### config.mk
export PLATFORM = sky130hd
export DESIGN_NAME = mrt_seq
export DESIGN_NICKNAME = d
export VERILOG_FILES = /design/src/rtl/mrt_pkg.sv /design/src/rtl/mrt_addr_gen.sv /design/src/rtl/mrt_list_scan.sv /design/src/rtl/mrt_seq.sv
export SDC_FILE = /design/constraint.sdc
export NUM_CORES = 1
export LEC_CHECK = 0
export BUFFER_PORTS_ARGS = -buffer_cell sky130_fd_sc_hd__clkbuf_2
export CORE_MARGIN = 2
export CORE_UTILIZATION = 45
export DETAILED_ROUTE_END_ITERATION = 7
export PLACE_DENSITY = 0.77
export SLEW_MARGIN = 20
export SYNTH_ARGS = -nofsm -noshare
export SYNTH_HDL_FRONTEND = slang
export SYNTH_SLANG_ARGS = --single-unit
### constraint.sdc
create_clock -name clk -period 7.7 [get_ports clk]
set_clock_uncertainty 0.15 [all_clocks]
set_input_delay 0.77 -clock clk [delete_from_list [all_inputs] [get_ports clk]]
set_output_delay 0.77 -clock clk [all_outputs]
set_load 0.03 [all_outputs]
### src/rtl/mrt_pkg.sv
package mrt_pkg;

    typedef enum logic [1:0] {
        ST_IDLE = 2'd0,
        ST_RUN  = 2'd1,
        ST_FIN  = 2'd2
    } mrt_state_t;

    typedef struct packed {
        logic pre;
        logic up;
        logic wb;
        logic load;
    } mrt_ctl_t;

endpackage

### src/rtl/mrt_addr_gen.sv
module mrt_addr_gen #(
    parameter int NREG     = 16,
    parameter int AW       = 32,
    parameter int WB_BYTES = 4
) (
    input  logic [NREG-1:0] mask,
    input  logic [AW-1:0]   base,
    input  logic            pre,
    input  logic            up,
    output logic [AW-1:0]   first_addr,
    output logic [AW-1:0]   final_base
);
    localparam int CNTW = $clog2(NREG + 1);

    logic [CNTW-1:0] cnt;
    logic [AW-1:0]   span;
    logic [AW-1:0]   step;

    always_comb begin
        cnt = '0;
        for (int i = 0; i < NREG; i++) begin
            cnt = cnt + CNTW'(mask[i]);
        end
    end

    assign step = AW'(WB_BYTES);
    assign span = AW'(cnt) * step;

    always_comb begin
        case ({pre, up})
            2'b01:   first_addr = base;
            2'b11:   first_addr = base + step;
            2'b00:   first_addr = base - span + step;
            default: first_addr = base - span;
        endcase
        final_base = up ? (base + span) : (base - span);
    end
endmodule

### src/rtl/mrt_list_scan.sv
module mrt_list_scan #(
    parameter int NREG = 16
) (
    input  logic [NREG-1:0]         mask,
    output logic [NREG-1:0]         pick,
    output logic [$clog2(NREG)-1:0] idx,
    output logic                    last
);
    localparam int IDXW = $clog2(NREG);

    assign pick = mask & (~mask + NREG'(1));
    assign last = ((mask & ~pick) == '0);

    genvar b;
    generate
        for (b = 0; b < IDXW; b++) begin : g_enc
            logic [NREG-1:0] sel;
            always_comb begin
                for (int i = 0; i < NREG; i++) begin
                    sel[i] = ((i >> b) & 1) != 0;
                end
            end
            assign idx[b] = |(pick & sel);
        end
    endgenerate
endmodule

### src/rtl/mrt_seq.sv
module mrt_seq
    import mrt_pkg::*;
#(
    parameter int NREG     = 16,
    parameter int AW       = 32,
    parameter int WB_BYTES = 4
) (
    input  logic                    clk,
    input  logic                    rst,
    input  logic                    start,
    input  logic [NREG-1:0]         reg_list,
    input  logic [AW-1:0]           base_addr,
    input  logic                    pre_adj,
    input  logic                    incr,
    input  logic                    wb_en,
    input  logic                    is_load,
    output logic                    busy,
    output logic                    mem_valid,
    input  logic                    mem_ready,
    output logic                    mem_write,
    output logic [AW-1:0]           mem_addr,
    output logic [$clog2(NREG)-1:0] reg_idx,
    output logic                    done,
    output logic                    wb_valid,
    output logic [AW-1:0]           wb_addr
);
    localparam int IDXW = $clog2(NREG);

    mrt_state_t      state;
    mrt_ctl_t        ctl_q;
    logic [NREG-1:0] mask_q;
    logic [AW-1:0]   addr_q;
    logic [AW-1:0]   wbase_q;

    logic [AW-1:0]   first_addr;
    logic [AW-1:0]   final_base;
    logic [NREG-1:0] pick;
    logic [IDXW-1:0] pick_idx;
    logic            pick_last;

    mrt_addr_gen #(.NREG(NREG), .AW(AW), .WB_BYTES(WB_BYTES)) u_addr (
        .mask       (reg_list),
        .base       (base_addr),
        .pre        (pre_adj),
        .up         (incr),
        .first_addr (first_addr),
        .final_base (final_base)
    );

    mrt_list_scan #(.NREG(NREG)) u_scan (
        .mask (mask_q),
        .pick (pick),
        .idx  (pick_idx),
        .last (pick_last)
    );

    always_ff @(posedge clk) begin
        if (rst) begin
            state   <= ST_IDLE;
            ctl_q   <= '0;
            mask_q  <= '0;
            addr_q  <= '0;
            wbase_q <= '0;
        end else begin
            case (state)
                ST_IDLE: begin
                    if (start) begin
                        mask_q  <= reg_list;
                        addr_q  <= first_addr;
                        wbase_q <= final_base;
                        ctl_q   <= '{pre: pre_adj, up: incr, wb: wb_en, load: is_load};
                        state   <= (|reg_list) ? ST_RUN : ST_FIN;
                    end
                end
                ST_RUN: begin
                    if (mem_ready) begin
                        mask_q <= mask_q & ~pick;
                        addr_q <= addr_q + AW'(WB_BYTES);
                        if (pick_last) state <= ST_FIN;
                    end
                end
                default: state <= ST_IDLE;
            endcase
        end
    end

    assign busy      = (state != ST_IDLE);
    assign mem_valid = (state == ST_RUN);
    assign mem_write = mem_valid && !ctl_q.load;
    assign mem_addr  = addr_q;
    assign reg_idx   = pick_idx;
    assign done      = (state == ST_FIN);
    assign wb_valid  = done && ctl_q.wb;
    assign wb_addr   = wbase_q;

    // a stalled access keeps its address and register
    a_r3_hold_on_stall: assert property (@(posedge clk) disable iff (rst)
        (mem_valid && !mem_ready) |=> (mem_valid && $stable(mem_addr) && $stable(reg_idx)));

    // the next access in a sequence is one word higher and a higher register
    a_r2_ascending: assert property (@(posedge clk) disable iff (rst)
        (mem_valid && mem_ready) |=> (!mem_valid ||
            (mem_addr == $past(mem_addr) + AW'(WB_BYTES) && reg_idx > $past(reg_idx))));

    // completion lasts one cycle and the block is idle afterwards
    a_r6_done_pulse: assert property (@(posedge clk) disable iff (rst)
        done |=> (!done && !busy));

    // an empty mask finishes at once without an access
    a_r7_empty_list: assert property (@(posedge clk) disable iff (rst)
        (start && !busy && reg_list == '0) |=> (done && !mem_valid));

    // the write-back report only comes with completion
    a_r5_wb_with_done: assert property (@(posedge clk) disable iff (rst)
        wb_valid |-> done);

    // completion follows only a final accepted access or an empty command
    a_r6_done_source: assert property (@(posedge clk) disable iff (rst)
        $rose(done) |-> ($past(mem_valid && mem_ready) || $past(start && !busy)));
endmodule

==> impl_metrics.py, run 1 <==
metrics = {
    "outcome": {
        "outcome": "finished, final reports clean",
    },
    "clock_tree": {
        "cts_max_level": 3,
        "clk_pin_slew_worst_paths_ps": 70,
        "numCtsBuffers": 9,
        "clockBufferDepth": 2,
        "tritoncts": "done",
        "cts-root-buf": "clkbuf_16",
        "clock_latency_ps": 360,
        "clock_sinks": 84,
    },
    "yosys": {
        "ys.flop_type": "dfxtp_1",
        "synth_area_um2": 8470,
        "synth-seq-area-share": 0.198,
        "synth-async-reset-ratio": 0,
        "yosysTopAreaCellShare": 0.198,
        "ys_ff_latch": 84,
        "ys_types": 88,
        "yosysWarnings": 0,
        "syn_avg_cell_area_um2": 6.92,
        "syn_inst": 1224,
        "synthMostInstantiatedCell": "nand2_1",
        "synth_edf_count": 0,
        "synth.area.top_cells": "dfxtp_1 (20%), a21oi_1 (7.1%), nand2_1 (6.7%), nor2_1 (5.4%), xnor2_1 (5.3%)",
        "synth_nets": 1315,
        "post_synth_most_frequent_cells": "nand2_1 (152), nor2_1 (122), a21oi_1 (120)",
        "synth_top_area_cell": "dfxtp_1",
    },
    "floorplan": {
        "ios": 129,
        "fp.dieH_um": 141,
        "rows": 50,
        "start_util": 0.456,
        "die_w_um": 141,
        "coreArea_um2": 18600,
        "die_area_um2": 19900,
    },
    "drt": {
        "drc_errors": 0,
        "postRouteAntennaNets": 0,
        "drtIter0Drc": 917,
        "vias": 9657,
        "avgRoutedWirePerCell_um": 17.9,
        "dr.pass1.iters": 5,
        "viasPerCell": 6.23,
        "wl_um": 27700,
    },
    "critical_path": {
        "crit_buf_inv": 4,
        "arrival_ps": 7490,
        "crit_fanout": 6,
        "path_delay_family": "adder cells",
        "critPathKind": "in2reg",
        "critical-path-slowest-cell": "fa_1",
        "cp.required_ps": 7750,
        "crit_path_max_incr_delay_ps": 550,
        "cpMostUsedCell": "fa_1",
        "path_cells": "clkbuf_2, inv_1, ha_1, inv_1, fa_1, fa_1, fa_1, fa_1, fa_1, fa_1, inv_1, fa_1, or2_2, a2111oi_0, nor3_1, a2111oi_4, o211ai_2, or3_1, o211a_1, o31ai_2, a21oi_1",
        "start_kind": "input pin",
        "setup.worst_path.end_class": "flip-flop",
        "critPathLaunch": "reg_list[0]",
        "r2r-start": "mask_q[0]",
    },
    "power_and_ir_drop": {
        "seqPwrFrac": 0.232,
        "leakage_nw": 3.83,
        "clkPwrFrac": 0.185,
        "ir_drop_mv": 0.292,
        "pwr_density_cell_nw_per_um2": 256,
        "pwr-share-comb": 0.583,
        "swShare": 0.492,
        "switchingPower_mw": 1.21,
        "internal_power_mw": 1.25,
        "totalPowerFinal_mw": 2.46,
    },
    "global_routing": {
        "antenna_found_initial": 0,
        "grt_use_total": 0.279,
        "grt_pass1_vias": 8991,
        "grt_max_degree": 88,
        "grt_first_pass_wirelength_um": 45300,
        "overflow": 0,
    },
    "cells_and_area": {
        "stdcell_area_um2": 9620,
        "syn2layout_area_growth_pct": 13.5,
        "nNetsFinal": 1402,
        "n_antenna_cell": 0,
        "drive_gt1_frac": 0.161,
        "multi_input_area_um2": 6260,
        "fillers": 1840,
        "regArea_um2": 1680,
    },
    "timing": {
        "timing.final.crit_share": 0.965,
        "slew_viol_final": 0,
        "period_minus_slack_ps": 7430,
        "setup_viol": 0,
        "max_slew.worst_pin.slew_ps": 1070,
        "hold_violations": 0,
        "fmax_mhz": 135,
        "rsz0062_at_grt": "yes",
        "timing.slew.headroom": 0.281,
    },
    "run": {
        "max-cap-violations": 0,
    },
    "place": {
        "place_hpwl_um": 20500,
        "placed_cell_area_um2": 9310,
        "gp_congestion": 0.960,
        "place.port_buffers": 128,
    },
    "worst_hold_path": {
        "min_from": "wb_addr[16]",
        "hp-class": "reg2reg",
    },
}
-- area by class of cell --
class / instances / area share
inverters: 53 / 0.0207
clock inverters: 7 / 0.00767
flip-flops and latches: 84 / 0.175
clock buffers: 9 / 0.0234
repair buffers: 161 / 0.0924
well taps: 234 / 0.0304
multi-input cells: 1002 / 0.651
-- layout by cell type (no fill, tap or decap), types with 8 or more instances in the layout --
cell,synthesis,final
a211oi_1,16,16
a21o_1,11,11
a21oi_1,120,120
a22oi_1,10,10
a31oi_1,13,13
and2_1,9,8
and3_1,21,21
buf_4,1,33
clkbuf_16,0,9
clkbuf_2,0,127
dfxtp_1,84,84
fa_1,12,12
ha_1,23,23
inv_1,52,52
nand2_1,152,152
nand2b_1,8,8
nand3_1,55,55
nand4_1,25,25
nor2_1,122,121
nor3_1,33,33
nor4_1,21,21
o211ai_1,10,10
o21ai_0,84,84
o22ai_1,9,9
o31ai_1,12,11
or3_1,17,17
xnor2_1,51,51
xor2_1,34,34
-- sequential cells by signal, indices dropped and copies added (netlist names) --
name      cells
state         2
mem_addr     32
ctl_q         2
mask_q       16
wb_addr      32
-- logic make-up (layout without fill, tap and decap cells) --
logic type / after synthesis / count (layout) / share of synthesized area
buffers and inverters: 138 / 230 / 0.0645
adder cells (fa/ha/maj): 38 / 38 / 0.0659
AND/OR/NAND/NOR: 517 / 517 / 0.306
flip-flops: 84 / 84 / 0.198
multiplexers: 8 / 8 / 0.00960
XOR/XNOR: 85 / 85 / 0.0878
AO/OA/AOI/OAI: 354 / 354 / 0.268
-- metrics by stage --
step / instances / hold WS (ps) / util / TNS, ps / worst slack, ps
final: 1550 / 301 / 0.518 / 0 / 269
after CTS: 1550 / 302 / 0.517 / 0 / 295
after global routing: 1550 / 319 / 0.518 / -1.32 / -1.32
after floorplan: 1224 / 282 / - / 0 / 604
after detailed placement: 1534 / 293 / 0.501 / -150 / -62.9
after global placement: 1534 / 288 / 0.501 / 0 / 25.7
-- power by group through the flow --
stage	sequential, mW	clock (mW)	combinational, mW
global route	0.580	0.481	1.58
global placement	0.576	0	1.38
floorplan	0.652	0	0.945
CTS	0.568	0.462	1.42
finish	0.570	0.456	1.43
detailed placement	0.578	0	1.41
-- layer usage --
| layer | GRT usage | vias to the layer above | part of all wire |
|---|---|---|---|
| li1 | - | 4591 | - |
| met1 | 0.358 | 4543 | 0.42 |
| met2 | 0.464 | 445 | 0.47 |
| met3 | 0.0452 | 78 | 0.078 |
| met4 | 0.120 | 0 | 0.038 |
| met5 | 0 | - | 0 |
-- worst paths after layout --
kind / endpoint / slack (ps) / depth (start not counted)
setup / recovery: mem_addr[21] / 270 / 21
setup reg to reg: state[1] / 4640 / 9
hold / removal: wb_addr[16] / 300 / 2
hold reg to reg: wb_addr[16] / 300 / 2
-- what timing repair did --
action / CTS / global route
gates resized for setup: 0 / 2
buffers inserted: 0 / 0
hold endpoints to repair: 0 / 0
hold buffers: 0 / 0
endpoints found under the setup margin: 0 / 12
-- worst min-delay path, cell delays in order (launching register included) --
cell and delay, ps:
dfxtp_1 310, nand2_1 50, a21oi_1 50
Power figures use the tool's default switching activity.
==> run 2: changes to the inputs <==
--- a/config.mk
+++ b/config.mk
@@ -7,2 +7,3 @@
 export LEC_CHECK = 0
+export ABC_CLOCK_PERIOD_IN_PS = 7700
 export BUFFER_PORTS_ARGS = -buffer_cell sky130_fd_sc_hd__clkbuf_2
==> constraint.sdc (replaced) <==
create_clock -name clk -period 7.7 [get_ports clk]
set_clock_uncertainty 0.15 [all_clocks]
set_input_delay 2.31 -clock clk [delete_from_list [all_inputs] [get_ports clk]]
set_output_delay 2.31 -clock clk [all_outputs]
set_load 0.03 [all_outputs]
==> impl_metrics.py, run 2 (synthesis gave the netlist of run 1 again) <==
metrics = {
    "drt": {
        "postRouteAntennaNets": 0,
        "dr.pass1.iters": 8,
        "viasPerCell": 6.20,
        "wl_um": 31800,
        "drc_errors": 0,
        "vias": 10423,
        "drtIter0Drc": 870,
        "avgRoutedWirePerCell_um": 18.9,
    },
    "timing": {
        "finalSetupTns_ps": -15990,
        "setup_ws_ps": -792,
        "fmax_mhz": 118,
        "period_minus_slack_ps": 8490,
        "setup_viol": 38,
        "timing.final.crit_share": 1.10,
        "slew_viol_final": 0,
        "max_slew.worst_pin.slew_ps": 1120,
        "hold_violations": 0,
        "timing.slew.headroom": 0.248,
        "rsz0062_at_grt": "yes",
    },
    "global_routing": {
        "grt_first_pass_wirelength_um": 49600,
        "grt_pass1_vias": 9953,
        "grt_max_degree": 57,
        "antenna_found_initial": 0,
        "grt_use_total": 0.309,
        "overflow": 0,
    },
    "floorplan": {
        "coreArea_um2": 18600,
        "rows": 50,
        "die_w_um": 141,
        "fp.dieH_um": 141,
        "start_util": 0.456,
        "ios": 129,
        "die_area_um2": 19900,
    },
    "cells_and_area": {
        "drive_gt1_frac": 0.322,
        "stdcell_area_um2": 11600,
        "nNetsFinal": 1532,
        "n_antenna_cell": 0,
        "fillers": 1590,
        "final_common_cell": "nand2_1",
        "stdcell_count": 1680,
        "syn2layout_area_growth_pct": 37.3,
        "fin_util": 0.626,
        "layout_common_cells": "nand2_1 (145), buf_4 (134), clkbuf_2 (125), nor2_1 (111), a21oi_1 (111)",
    },
    "run": {
        "max-cap-violations": 0,
    },
    "place": {
        "placed_cell_area_um2": 10300,
        "dp.cells": 1639,
        "place.port_buffers": 128,
        "pre_cts_slack_ps": -1160,
        "place_hpwl_um": 22300,
        "gp_congestion": 1.02,
    },
    "clock_tree": {
        "clockBufferDepth": 2,
        "clock_latency_ps": 360,
        "tritoncts": "done",
        "holdBufCountCts": 0,
        "cts-root-buf": "clkbuf_16",
        "numCtsBuffers": 9,
        "clock_sinks": 84,
        "clk_pin_slew_worst_paths_ps": 70,
        "cts_max_level": 3,
    },
    "power_and_ir_drop": {
        "leakage_nw": 4.69,
        "ir_drop_mv": 0.477,
        "pwr_density_cell_nw_per_um2": 270,
    },
    "critical_path": {
        "start_kind": "input pin",
        "critPathKind": "in2reg",
        "reg2reg_depth": 7,
        "cp.required_ps": 7810,
        "critical-path-slowest-cell": "or4b_4",
        "path_cells": "clkbuf_16, inv_8, ha_4, inv_2, fa_1, fa_2, fa_1, fa_1, fa_2, fa_2, xnor2_2, inv_2, ha_4, o311a_4, or3_4, a221oi_4, or4b_4, nor3_4, nand3_1, nor3_1, o31ai_1, a311oi_1",
        "crit_fanout": 7,
        "setup.worst_path.end_class": "flip-flop",
        "arrival_ps": 8600,
        "crit_path_max_incr_delay_ps": 550,
    },
    "worst_hold_path": {
        "min_path_cells": 2,
        "hp-class": "reg2reg",
    },
    "outcome": {
        "violations": "negative setup slack",
        "outcome": "complete, but fails checks",
    },
}
==> run 2: worst max-delay path, delay by kind of cell <==
family          cells  cell delay, ps
compound gates      4            1040
buf+inv             4             250
simple gates        5            1640
fa+ha+maj           8            3100
xor+xnor            1             250
==> run 2: repair_timing <==
action	4_1_cts	5_1_grt
pin swaps	80	52
endpoints found under the setup margin	37	47
buffers inserted	23	9
resized for setup	125	65
==> run 2: final cells by class <==
type	instances	area (µm²)	area share
Timing Repair Buffer	291	2000	0.172
Sequential cell	84	1680	0.145
Multi-Input combinational cell	1002	7140	0.613
Tap cell	234	293	0.0252
Inverter	53	219	0.0188
Clock inverter	6	72.6	0.00624
Clock buffer	10	229	0.0197
==> run 2: final timing paths <==
check,startpoint,endpoint,slack [ps]
max,reg_list[1],mem_addr[24],-790
min,wb_addr[10],wb_addr[10],300
max reg2reg,state[0],mem_addr[21],4360
min reg2reg,wb_addr[10],wb_addr[10],300
==> run 2: through the flow <==
stage          power [mW]  hold WS (ps)
3_5_place_dp         2.34           294
3_3_place_gp         2.30           288
6_report             3.15           298
4_1_cts              3.01           303
2_1_floorplan        1.69           282
5_1_grt              3.33           324
==> run 2: routing by layer <==
layer	wire (µm)	track usage
met3	2070	0.0520
met2	15300	0.521
met5	0	0
met4	1900	0.203
met1	12500	0.361
==> run 2: power breakdown <==
group          switching [mW]  total (mW)  internal, mW
Combinational            1.17        2.11         0.936
Clock                   0.210       0.465         0.255
Sequential             0.0764       0.574         0.498
